--- src/rtl/sog_skew_pkg.sv ---
package sog_skew_pkg;

    localparam int NUM_CH    = 3;
    localparam int NUM_PAIRS = 4;

    typedef enum logic [0:0] {
        PAIR_ARMED  = 1'b0,
        PAIR_TIMING = 1'b1
    } pair_state_e;

    // Pair order: 0 = fall ch0->ch1, 1 = fall ch1->ch2,
    //             2 = rise ch2->ch1, 3 = rise ch1->ch0
    function automatic int pair_start_ch(input int p);
        case (p)
            0:       return 0;
            1:       return 1;
            2:       return 2;
            default: return 1;
        endcase
    endfunction

    function automatic int pair_stop_ch(input int p);
        case (p)
            0:       return 1;
            1:       return 2;
            2:       return 1;
            default: return 0;
        endcase
    endfunction

    function automatic bit pair_on_rise(input int p);
        return (p >= 2);
    endfunction

endpackage

--- src/rtl/sog_edge_sync.sv ---
module sog_edge_sync #(
    parameter int SYNC_STAGES = 2
) (
    input  logic clk,
    input  logic rst_n,
    input  logic din,
    output logic rise_pulse,
    output logic fall_pulse
);

    localparam int PIPE_W = SYNC_STAGES + 1;

    logic [PIPE_W-1:0] pipe_q;
    logic              cur_lvl;
    logic              old_lvl;

    always_ff @(posedge clk or negedge rst_n) begin
        if (!rst_n) begin
            pipe_q <= '0;
        end else begin
            pipe_q <= {pipe_q[PIPE_W-2:0], din};
        end
    end

    assign cur_lvl    = pipe_q[SYNC_STAGES-1];
    assign old_lvl    = pipe_q[SYNC_STAGES];
    assign rise_pulse = cur_lvl & ~old_lvl;
    assign fall_pulse = ~cur_lvl & old_lvl;

endmodule

--- src/rtl/skew_pair_meter.sv ---
module skew_pair_meter
    import sog_skew_pkg::*;
#(
    parameter int CNT_W = 4
) (
    input  logic             clk,
    input  logic             rst_n,
    input  logic             clr,
    input  logic             start_evt,
    input  logic             stop_evt,
    output logic [CNT_W-1:0] delay_q
);

    localparam logic [CNT_W-1:0] CNT_MAX = '1;
    localparam logic [CNT_W-1:0] CNT_ONE = CNT_W'(1);

    pair_state_e      state_q, state_d;
    logic [CNT_W-1:0] cnt_q;

    // State register
    always_ff @(posedge clk or negedge rst_n) begin
        if (!rst_n) begin
            state_q <= PAIR_ARMED;
        end else begin
            state_q <= state_d;
        end
    end

    // Transitions: launch, coincident, capture, expire, flush
    always_comb begin
        state_d = state_q;
        if (clr) begin
            state_d = PAIR_ARMED;
        end else begin
            unique case (state_q)
                PAIR_ARMED: begin
                    if (start_evt && !stop_evt) state_d = PAIR_TIMING;
                end
                PAIR_TIMING: begin
                    if (stop_evt || cnt_q == CNT_MAX) state_d = PAIR_ARMED;
                end
                default: state_d = PAIR_ARMED;
            endcase
        end
    end

    // Counter and result
    always_ff @(posedge clk or negedge rst_n) begin
        if (!rst_n) begin
            cnt_q   <= '0;
            delay_q <= '0;
        end else if (clr) begin
            cnt_q   <= '0;
            delay_q <= '0;
        end else begin
            unique case (state_q)
                PAIR_ARMED: begin
                    if (start_evt) cnt_q <= CNT_ONE;
                    if (start_evt && stop_evt) delay_q <= '0;
                end
                PAIR_TIMING: begin
                    if (stop_evt) begin
                        delay_q <= cnt_q;
                    end else if (cnt_q == CNT_MAX) begin
                        delay_q <= CNT_MAX;
                    end else begin
                        cnt_q <= cnt_q + CNT_ONE;
                    end
                end
                default: cnt_q <= '0;
            endcase
        end
    end


    clr_zero_chk: assert property (@(posedge clk) disable iff (!rst_n)
        clr |=> (delay_q == '0 && state_q == PAIR_ARMED));


    stop_capture_chk: assert property (@(posedge clk) disable iff (!rst_n)
        (state_q == PAIR_TIMING && stop_evt && !clr) |=> (delay_q == $past(cnt_q)));


    saturate_chk: assert property (@(posedge clk) disable iff (!rst_n)
        (state_q == PAIR_TIMING && cnt_q == CNT_MAX && !clr)
        |=> (delay_q == CNT_MAX && state_q == PAIR_ARMED));


    coincident_chk: assert property (@(posedge clk) disable iff (!rst_n)
        (state_q == PAIR_ARMED && start_evt && stop_evt && !clr) |=> (delay_q == '0));


    idle_stop_chk: assert property (@(posedge clk) disable iff (!rst_n)
        (state_q == PAIR_ARMED && stop_evt && !start_evt && !clr) |=> $stable(delay_q));

endmodule

--- src/rtl/sog_skew_meter.sv ---
module sog_skew_meter
    import sog_skew_pkg::*;
#(
    parameter int SYNC_STAGES = 2,
    parameter int CNT_W       = 4
) (
    input  logic               clk,
    input  logic               rst_n,
    input  logic               clr,
    input  logic [2:0]         sog_in,
    output logic [2*CNT_W-1:0] fall_skew,
    output logic [2*CNT_W-1:0] rise_skew
);

    logic [NUM_CH-1:0] ch_rise;
    logic [NUM_CH-1:0] ch_fall;
    logic [CNT_W-1:0]  pair_delay [NUM_PAIRS];

    for (genvar ch = 0; ch < NUM_CH; ch++) begin : g_ch
        sog_edge_sync #(
            .SYNC_STAGES (SYNC_STAGES)
        ) u_sync (
            .clk        (clk),
            .rst_n      (rst_n),
            .din        (sog_in[ch]),
            .rise_pulse (ch_rise[ch]),
            .fall_pulse (ch_fall[ch])
        );
    end

    for (genvar p = 0; p < NUM_PAIRS; p++) begin : g_pair
        localparam int SC = pair_start_ch(p);
        localparam int EC = pair_stop_ch(p);
        logic start_evt;
        logic stop_evt;

        if (pair_on_rise(p)) begin : g_rise
            assign start_evt = ch_rise[SC];
            assign stop_evt  = ch_rise[EC];
        end else begin : g_fall
            assign start_evt = ch_fall[SC];
            assign stop_evt  = ch_fall[EC];
        end

        skew_pair_meter #(
            .CNT_W (CNT_W)
        ) u_meter (
            .clk       (clk),
            .rst_n     (rst_n),
            .clr       (clr),
            .start_evt (start_evt),
            .stop_evt  (stop_evt),
            .delay_q   (pair_delay[p])
        );
    end

    assign fall_skew = {pair_delay[1], pair_delay[0]};
    assign rise_skew = {pair_delay[3], pair_delay[2]};


    reset_zero_chk: assert property (@(posedge clk)
        $rose(rst_n) |-> (fall_skew == '0 && rise_skew == '0));

endmodule

--- config.mk ---
export PLATFORM = sky130hd
export DESIGN_NAME = sog_skew_meter
export DESIGN_NICKNAME = d
export VERILOG_FILES = /design/src/rtl/sog_skew_pkg.sv /design/src/rtl/sog_edge_sync.sv /design/src/rtl/skew_pair_meter.sv /design/src/rtl/sog_skew_meter.sv
export SDC_FILE = /design/constraint.sdc
export NUM_CORES = 1
export LEC_CHECK = 0
export BUFFER_PORTS_ARGS = -buffer_cell sky130_fd_sc_hd__buf_2
export CORE_ASPECT_RATIO = 0.9
export CORE_MARGIN = 3
export CORE_UTILIZATION = 29
export DETAILED_ROUTE_END_ITERATION = 10
export GPL_TIMING_DRIVEN = 0
export MAX_ROUTING_LAYER = met4
export PLACE_DENSITY_LB_ADDON = 0.15
export SYNTH_ARGS = -nofsm -noshare
export SYNTH_HDL_FRONTEND = slang
export SYNTH_SLANG_ARGS = --single-unit
--- constraint.sdc ---
create_clock -name clk -period 1.43 [get_ports clk]
set_input_delay 0.0715 -clock clk [delete_from_list [all_inputs] [get_ports clk]]
set_output_delay 0.0715 -clock clk [all_outputs]
set_load 0.02 [all_outputs]
==> impl_metrics.json, run 1 <==
{
  "outcome": "complete, no violations",
  "insertion_delay_ns": 0.30,
  "ios": 22,
  "grt_max_degree": 46,
  "die_x_um": 97.6,
  "synth_top_area_share_pct": 51.5,
  "synth_top_family_by_area": "compound AO/OA/AOI/OAI gates",
  "synth-adder-area-share_pct": 2.29,
  "synth_area_leader_cell": "dfrtp_1",
  "synth_xor_area_share_pct": 2.80,
  "max-slew-margin-rel_pct": 58.2,
  "setup_violations": 0,
  "yosys_warnings": 0,
  "synth_ff_type": "dfrtp_1",
  "worst_slew_pin_slew_ns": 0.627,
  "cts-htree-levels": 2,
  "n_fill_cell": 764,
  "clkTransAtPathRegs_ns": 0.09,
  "start_kind": "flop",
  "drc": 0,
  "synth_area_um2": 2190,
  "p_leak_uw": 0.00118,
  "fin_crit_ns": 1.41,
  "diodes": 0,
  "areaGrowthSynthToFinish_pct": 26.2,
  "hp-class": "in -> reg",
  "async_reset_ff_share_pct": 100,
  "syn-num-nets": 221,
  "portBuffers": 21,
  "synth-edff-count": 0,
  "clock_sinks": 45,
  "clock.fmax_ghz": 0.709,
  "cts_buffers": 5,
  "power_density_nw_per_um2": 918,
  "place_congestion": 0.794,
  "multi_input_area_um2": 1110,
  "hpwl_um": 3270,
  "final_common_cell": "dfrtp_1",
  "drt-total-wl_um": 5060,
  "utilization_pct": 38.4,
  "antenna_found_initial": 0,
  "rrSetupSlack_ns": 0.02,
  "place_area_um2": 2410,
  "grt-ovfl-total": 0,
  "clockBufferDepth": 2,
  "drtPass1Iterations": 4,
  "grt_pass1_wl_um": 8970,
  "rows": 29,
  "fin_worst_skew_ns": 0.00605,
  "synth_cell_type_count": 44,
  "rsz0062_at_grt": "true",
  "core_area_um2": 7180,
  "vias": 1757,
  "timing.final.hold_violations": 0,
  "yosys.area_share.simple_pct": 19.6,
  "grt_pass1_vias": 1763,
  "critical_path_class": "reg -> reg",
  "ys_top_cells_by_area": "dfrtp_1 (51%), a21oi_1 (4.8%), o2bb2ai_1 (3.2%), nand3_1 (3.0%), a211oi_1 (2.7%)",
  "synth_compound_area_share_pct": 19.6,
  "finalNetCount": 266,
  "seq_area_um2": 1130,
  "worst_setup_path_end_kind": "flop",
  "wl_per_cell_um": 14.5,
  "seq_area_frac_synth_pct": 51.5,
  "track_usage_pct": 13.4,
  "first_iter_violations": 87,
  "cp.required_ns": 1.59,
  "cts_tree": "yes",
  "avgSynthCellArea_um2": 10.4,
  "ant_nets": 0,
  "cp_max_fo": 6,
  "final_cell_mix": "dfrtp_1 (42), buf_2 (24), a21oi_1 (21)",
  "drive_above_1_share_pct": 28.8,
  "maxCapViolCount": 0,
  "synth-seq-cells": 45,
  "syn-instance-count": 211,
  "dieHeight_um": 88.4,
  "slew_viol_final": 0,
  "fin_crit_sh_pct": 98.7,
  "worst_ep_arrival_time_ns": 1.57,
  "floorplan.initialDensity_pct": 30.5,
  "synth.area.mux_share_pct": 0.915,
  "cts_root_buf": "clkbuf_8",
  "fin_area_um2": 2760,
  "whs_ns": 0.141,
  "dieArea_um2": 8630,
  "vdd_ir_drop_max_uv": 421,
  "routed_via_density": 5.02
}
-- metal layers --
layer	wire length (µm)	share of wire [%]	up-vias	global-route usage, %
met1	2720	54	838	19.0
met3	217	4.3	6	3.23
li1	-	-	876	-
met5	0	0	-	-
met4	57	1.1	0	3.77
met2	2060	41	37	19.1
-- cells in the mapped netlist, drive strengths merged (3+ instances only) --
master,number
nand2b,7
nor4,3
a21oi,21
nand2,12
nor2,16
xnor2,3
nor3,6
dfrtp,45
inv,3
o21ai,5
o2bb2ai,8
xor2,4
ha,4
a211oi,9
nor2b,4
o211ai,6
or3,3
buf,8
nand3,15
-- what timing repair did --
item                       4_1_cts  5_1_grt
hold buffers                     4        0
resized for setup               11       16
setup endpoints to repair       24       23
hold endpoints to repair        38        0
pin swaps                        2       14
setup buffers                    6        8
gates cloned                     0        0
-- cells by family after synthesis --
family,after synthesis
XOR/XNOR,7
adder cells (fa/ha/maj),4
AND/OR/NAND/NOR,77
multiplexers,2
buffers and inverters,13
AO/OA/AOI/OAI,63
flip-flops,45
-- critical path, cell delays in order (launching register included) --
cell,delay [ns]
dfrtp_1,0.44
nor2b_1,0.33
nor2_1,0.08
a2111oi_0,0.43
-- sequential cells by signal, summed over array words and instances, names as in the netlist --
name                    count
g_pair.u_meter.delay_q     16
g_ch.u_sync.pipe_q          9
g_pair.u_meter.cnt_q       16
g_pair.u_meter.state_q      4
-- power breakdown --
| part | switching (µW) | internal [µW] | total [µW] | leakage (µW) |
|---|---|---|---|---|
| combinational | 211 | 148 | 359 | 0.000546 |
| clock | 459 | 340 | 799 | 0.0000450 |
| sequential | 49.8 | 1330 | 1380 | 0.000594 |
| total | 719 | 1820 | 2530 | 0.00118 |
-- through the flow --
stage,setup WS (ns),TNS [ns],total power (µW),instances
after floorplan,0.0172,0,1590,211
after global placement,-0.144,-1.63,1700,325
after detailed placement,-0.131,-1.62,1700,325
after CTS,0.00365,0,2550,342
after global routing,-0.0286,-0.104,2690,350
final,0.0188,0,2530,350
-- path summary, 6_finish.rpt --
path / depth (start not counted) / start / endpoint
setup / recovery: 3 / g_ch[1].u_sync.pipe_q[2] / g_pair[1].u_meter.state_q
hold / removal: 3 / clr / g_pair[3].u_meter.cnt_q[3]
setup reg to reg: 3 / g_ch[1].u_sync.pipe_q[2] / g_pair[1].u_meter.state_q
hold reg to reg: 0 / g_ch[0].u_sync.pipe_q[0] / g_ch[0].u_sync.pipe_q[1]
max in group asynchronous: 2 / rst_n / g_ch[1].u_sync.pipe_q[1]
min in group asynchronous: 2 / rst_n / g_pair[3].u_meter.delay_q[1]
-- layout make-up --
class,count,area share [%]
plain buffers,9,1.95
well taps,93,4.21
multi-input cells,153,40.4
repair buffers,39,9.15
clock buffers,6,2.63
clock inverters,2,0.362
inverters,3,0.408
flip-flops and latches,45,40.9
Note: power is estimated with default switching activity, not from simulation.
==> inputs of run 2 (changes only) <==
--- a/config.mk
+++ b/config.mk
@@ -6,7 +6,7 @@
 export NUM_CORES = 1
 export LEC_CHECK = 0
 export BUFFER_PORTS_ARGS = -buffer_cell sky130_fd_sc_hd__buf_2
-export CORE_ASPECT_RATIO = 0.9
+export CORE_ASPECT_RATIO = 1.4
 export CORE_MARGIN = 3
 export CORE_UTILIZATION = 29
 export DETAILED_ROUTE_END_ITERATION = 10
==> impl_metrics.json, run 2 (synthesized netlist as in run 1, its figures left out) <==
{
  "setup_violations": 0,
  "diodes": 0,
  "hpwl_um": 3290,
  "clock.fmax_ghz": 0.735,
  "track_usage_pct": 13.1,
  "fin_crit_sh_pct": 95.2,
  "slew_viol_final": 0,
  "power.switching_uw": 700,
  "n_fill_cell": 730,
  "dieArea_um2": 8640,
  "top_regs": "g_pair.u_meter.cnt_q: 16 flops, g_pair.u_meter.delay_q: 16 flops, g_ch.u_sync.pipe_q: 9 flops",
  "p_leak_uw": 0.00117,
  "portBuffers": 21,
  "clockBufferDepth": 2,
  "fin_crit_ns": 1.36,
  "clock_power_share_pct": 33.4,
  "grt_pass1_vias": 1773,
  "cts_root_buf": "clkbuf_8",
  "final_common_cell": "dfrtp_1",
  "start_kind": "flop",
  "drtPass1Iterations": 4,
  "worst_slew_pin_slew_ns": 0.645,
  "worst_setup_path_end_kind": "flop",
  "outcome": "complete, no violations",
  "p_seq_share_pct": 52.7,
  "cp_max_fo": 6,
  "grt_pass1_wl_um": 8710,
  "dieHeight_um": 109,
  "cp.required_ns": 1.65,
  "drt-total-wl_um": 5080,
  "areaGrowthSynthToFinish_pct": 26.9,
  "timing.final.hold_violations": 0,
  "finalNetCount": 261,
  "routed_via_density": 5.04,
  "die_x_um": 79.4,
  "cp_cell_sequence": "ha_4 > and3_4 > nand2b_4 > mux2i_1 > a211oi_2",
  "ios": 22,
  "clock_sinks": 45,
  "cts-htree-levels": 2,
  "clkTransAtPathRegs_ns": 0.09,
  "insertion_delay_ns": 0.29,
  "grt_max_degree": 46,
  "setup_tns_ns": 0,
  "worst_ep_arrival_time_ns": 1.58,
  "critical_path_class": "reg -> reg",
  "drive_above_1_share_pct": 31.3,
  "first_iter_violations": 65,
  "rows": 36,
  "power_density_nw_per_um2": 939,
  "cts_buffers": 5,
  "grt-ovfl-total": 0,
  "fin_ws_ns": 0.0686,
  "hp-class": "in -> reg",
  "p_comb_share_pct": 13.9,
  "floorplan.initialDensity_pct": 30.6,
  "cts_tree": "yes",
  "ant_nets": 0,
  "maxCapViolCount": 0,
  "cpPeakStageDelay_ns": 0.42,
  "max-slew-margin-rel_pct": 57.0,
  "fin_worst_skew_ns": 0.00739,
  "crit_buf_inv": 0,
  "wl_per_cell_um": 14.6,
  "core_area_um2": 7160,
  "cp_slowest_cell": "dfrtp_1",
  "rsz0062_at_grt": "true",
  "vdd_ir_drop_max_uv": 434,
  "place_congestion": 0.749,
  "critPathTopFamily": "flip-flops",
  "p_int_uw": 1910,
  "drc": 0,
  "p_sw_share_pct": 26.8,
  "dp_worst_setup_slack_ns": -0.176,
  "antenna_found_initial": 0,
  "vias": 1750,
  "final_cell_mix": "dfrtp_1 (42), buf_2 (24), a21oi_1 (19)"
}
==> run 2: cell count changes in the layout (fill, tap and decap cells not counted), sizes merged <==
cell	delta
clkbuf	+2
clkinv	-1
buf	-6
==> run 2: repair_timing <==
| item | 4_1_cts | 5_1_grt |
|---|---|---|
| endpoints found under the hold margin | 48 | 0 |
| hold buffers | 4 | 0 |
| resized for setup | 13 | 23 |
| setup buffers | 8 | 1 |
| endpoints found under the setup margin | 23 | 27 |
| pin swaps | 4 | 6 |
==> run 2: metrics by stage <==
step	utilization, %	total power [µW]	hold slack [ns]	std cells	cell area (µm²)
2_1_floorplan	-	1590	-0.224	211	2190
6_report	38.8	2610	0.155	347	2780
4_1_cts	37.4	2640	0.147	346	2680
3_3_place_gp	33.7	1700	0.179	327	2410
5_1_grt	38.8	2750	0.197	347	2780
3_5_place_dp	33.7	1700	0.181	327	2410
==> run 2: routing by layer <==
metal	global-route usage (%)	vias up	part of all wire (%)
met2	21.8	26	50
met1	16.2	857	45
met4	4.42	0	2.1
met3	1.98	7	2.6
met5	-	-	0
li1	-	860	-
==> run 2: final cells by class <==
cell class / instances / area, µm² / share of cell area [%]
multi-input combinational: 153 / 1150 / 41.3
sequential: 45 / 1130 / 40.7
timing repair buffer: 34 / 215 / 7.75
tap: 95 / 119 / 4.28
clock buffer: 7 / 96.3 / 3.47
buffer: 9 / 53.8 / 1.94
inverter: 3 / 11.3 / 0.405
clock inverter: 1 / 5.00 / 0.180
==> run 2: path summary, 6_finish.rpt <==
check / start / end / slack (ns) / cells after the start
max: g_pair[3].u_meter.cnt_q[1] / g_pair[3].u_meter.cnt_q[1] / 0.07 / 5
min: clr / g_pair[3].u_meter.cnt_q[3] / 0.16 / 3
max reg2reg: g_pair[3].u_meter.cnt_q[1] / g_pair[3].u_meter.cnt_q[1] / 0.07 / 5
min reg2reg: g_ch[0].u_sync.pipe_q[0] / g_ch[0].u_sync.pipe_q[1] / 0.35 / 0
max in group asynchronous: rst_n / g_pair[3].u_meter.cnt_q[0] / 0.60 / 2
min in group asynchronous: rst_n / g_pair[2].u_meter.cnt_q[3] / 0.35 / 2
==> run 2: power by group through the flow <==
| stage | logic [µW] | clock network [µW] | registers, µW |
|---|---|---|---|
| floorplan | 176 | 0 | 1410 |
| CTS | 351 | 917 | 1370 |
| global placement | 294 | 0 | 1400 |
| detailed placement | 296 | 0 | 1400 |
| finish | 363 | 871 | 1380 |
| global route | 406 | 960 | 1380 |
==> run 2: worst min-delay path: stages <==
cell and delay (ns):
buf_2 0.16, nand2b_1 0.11, o21ai_0 0.07
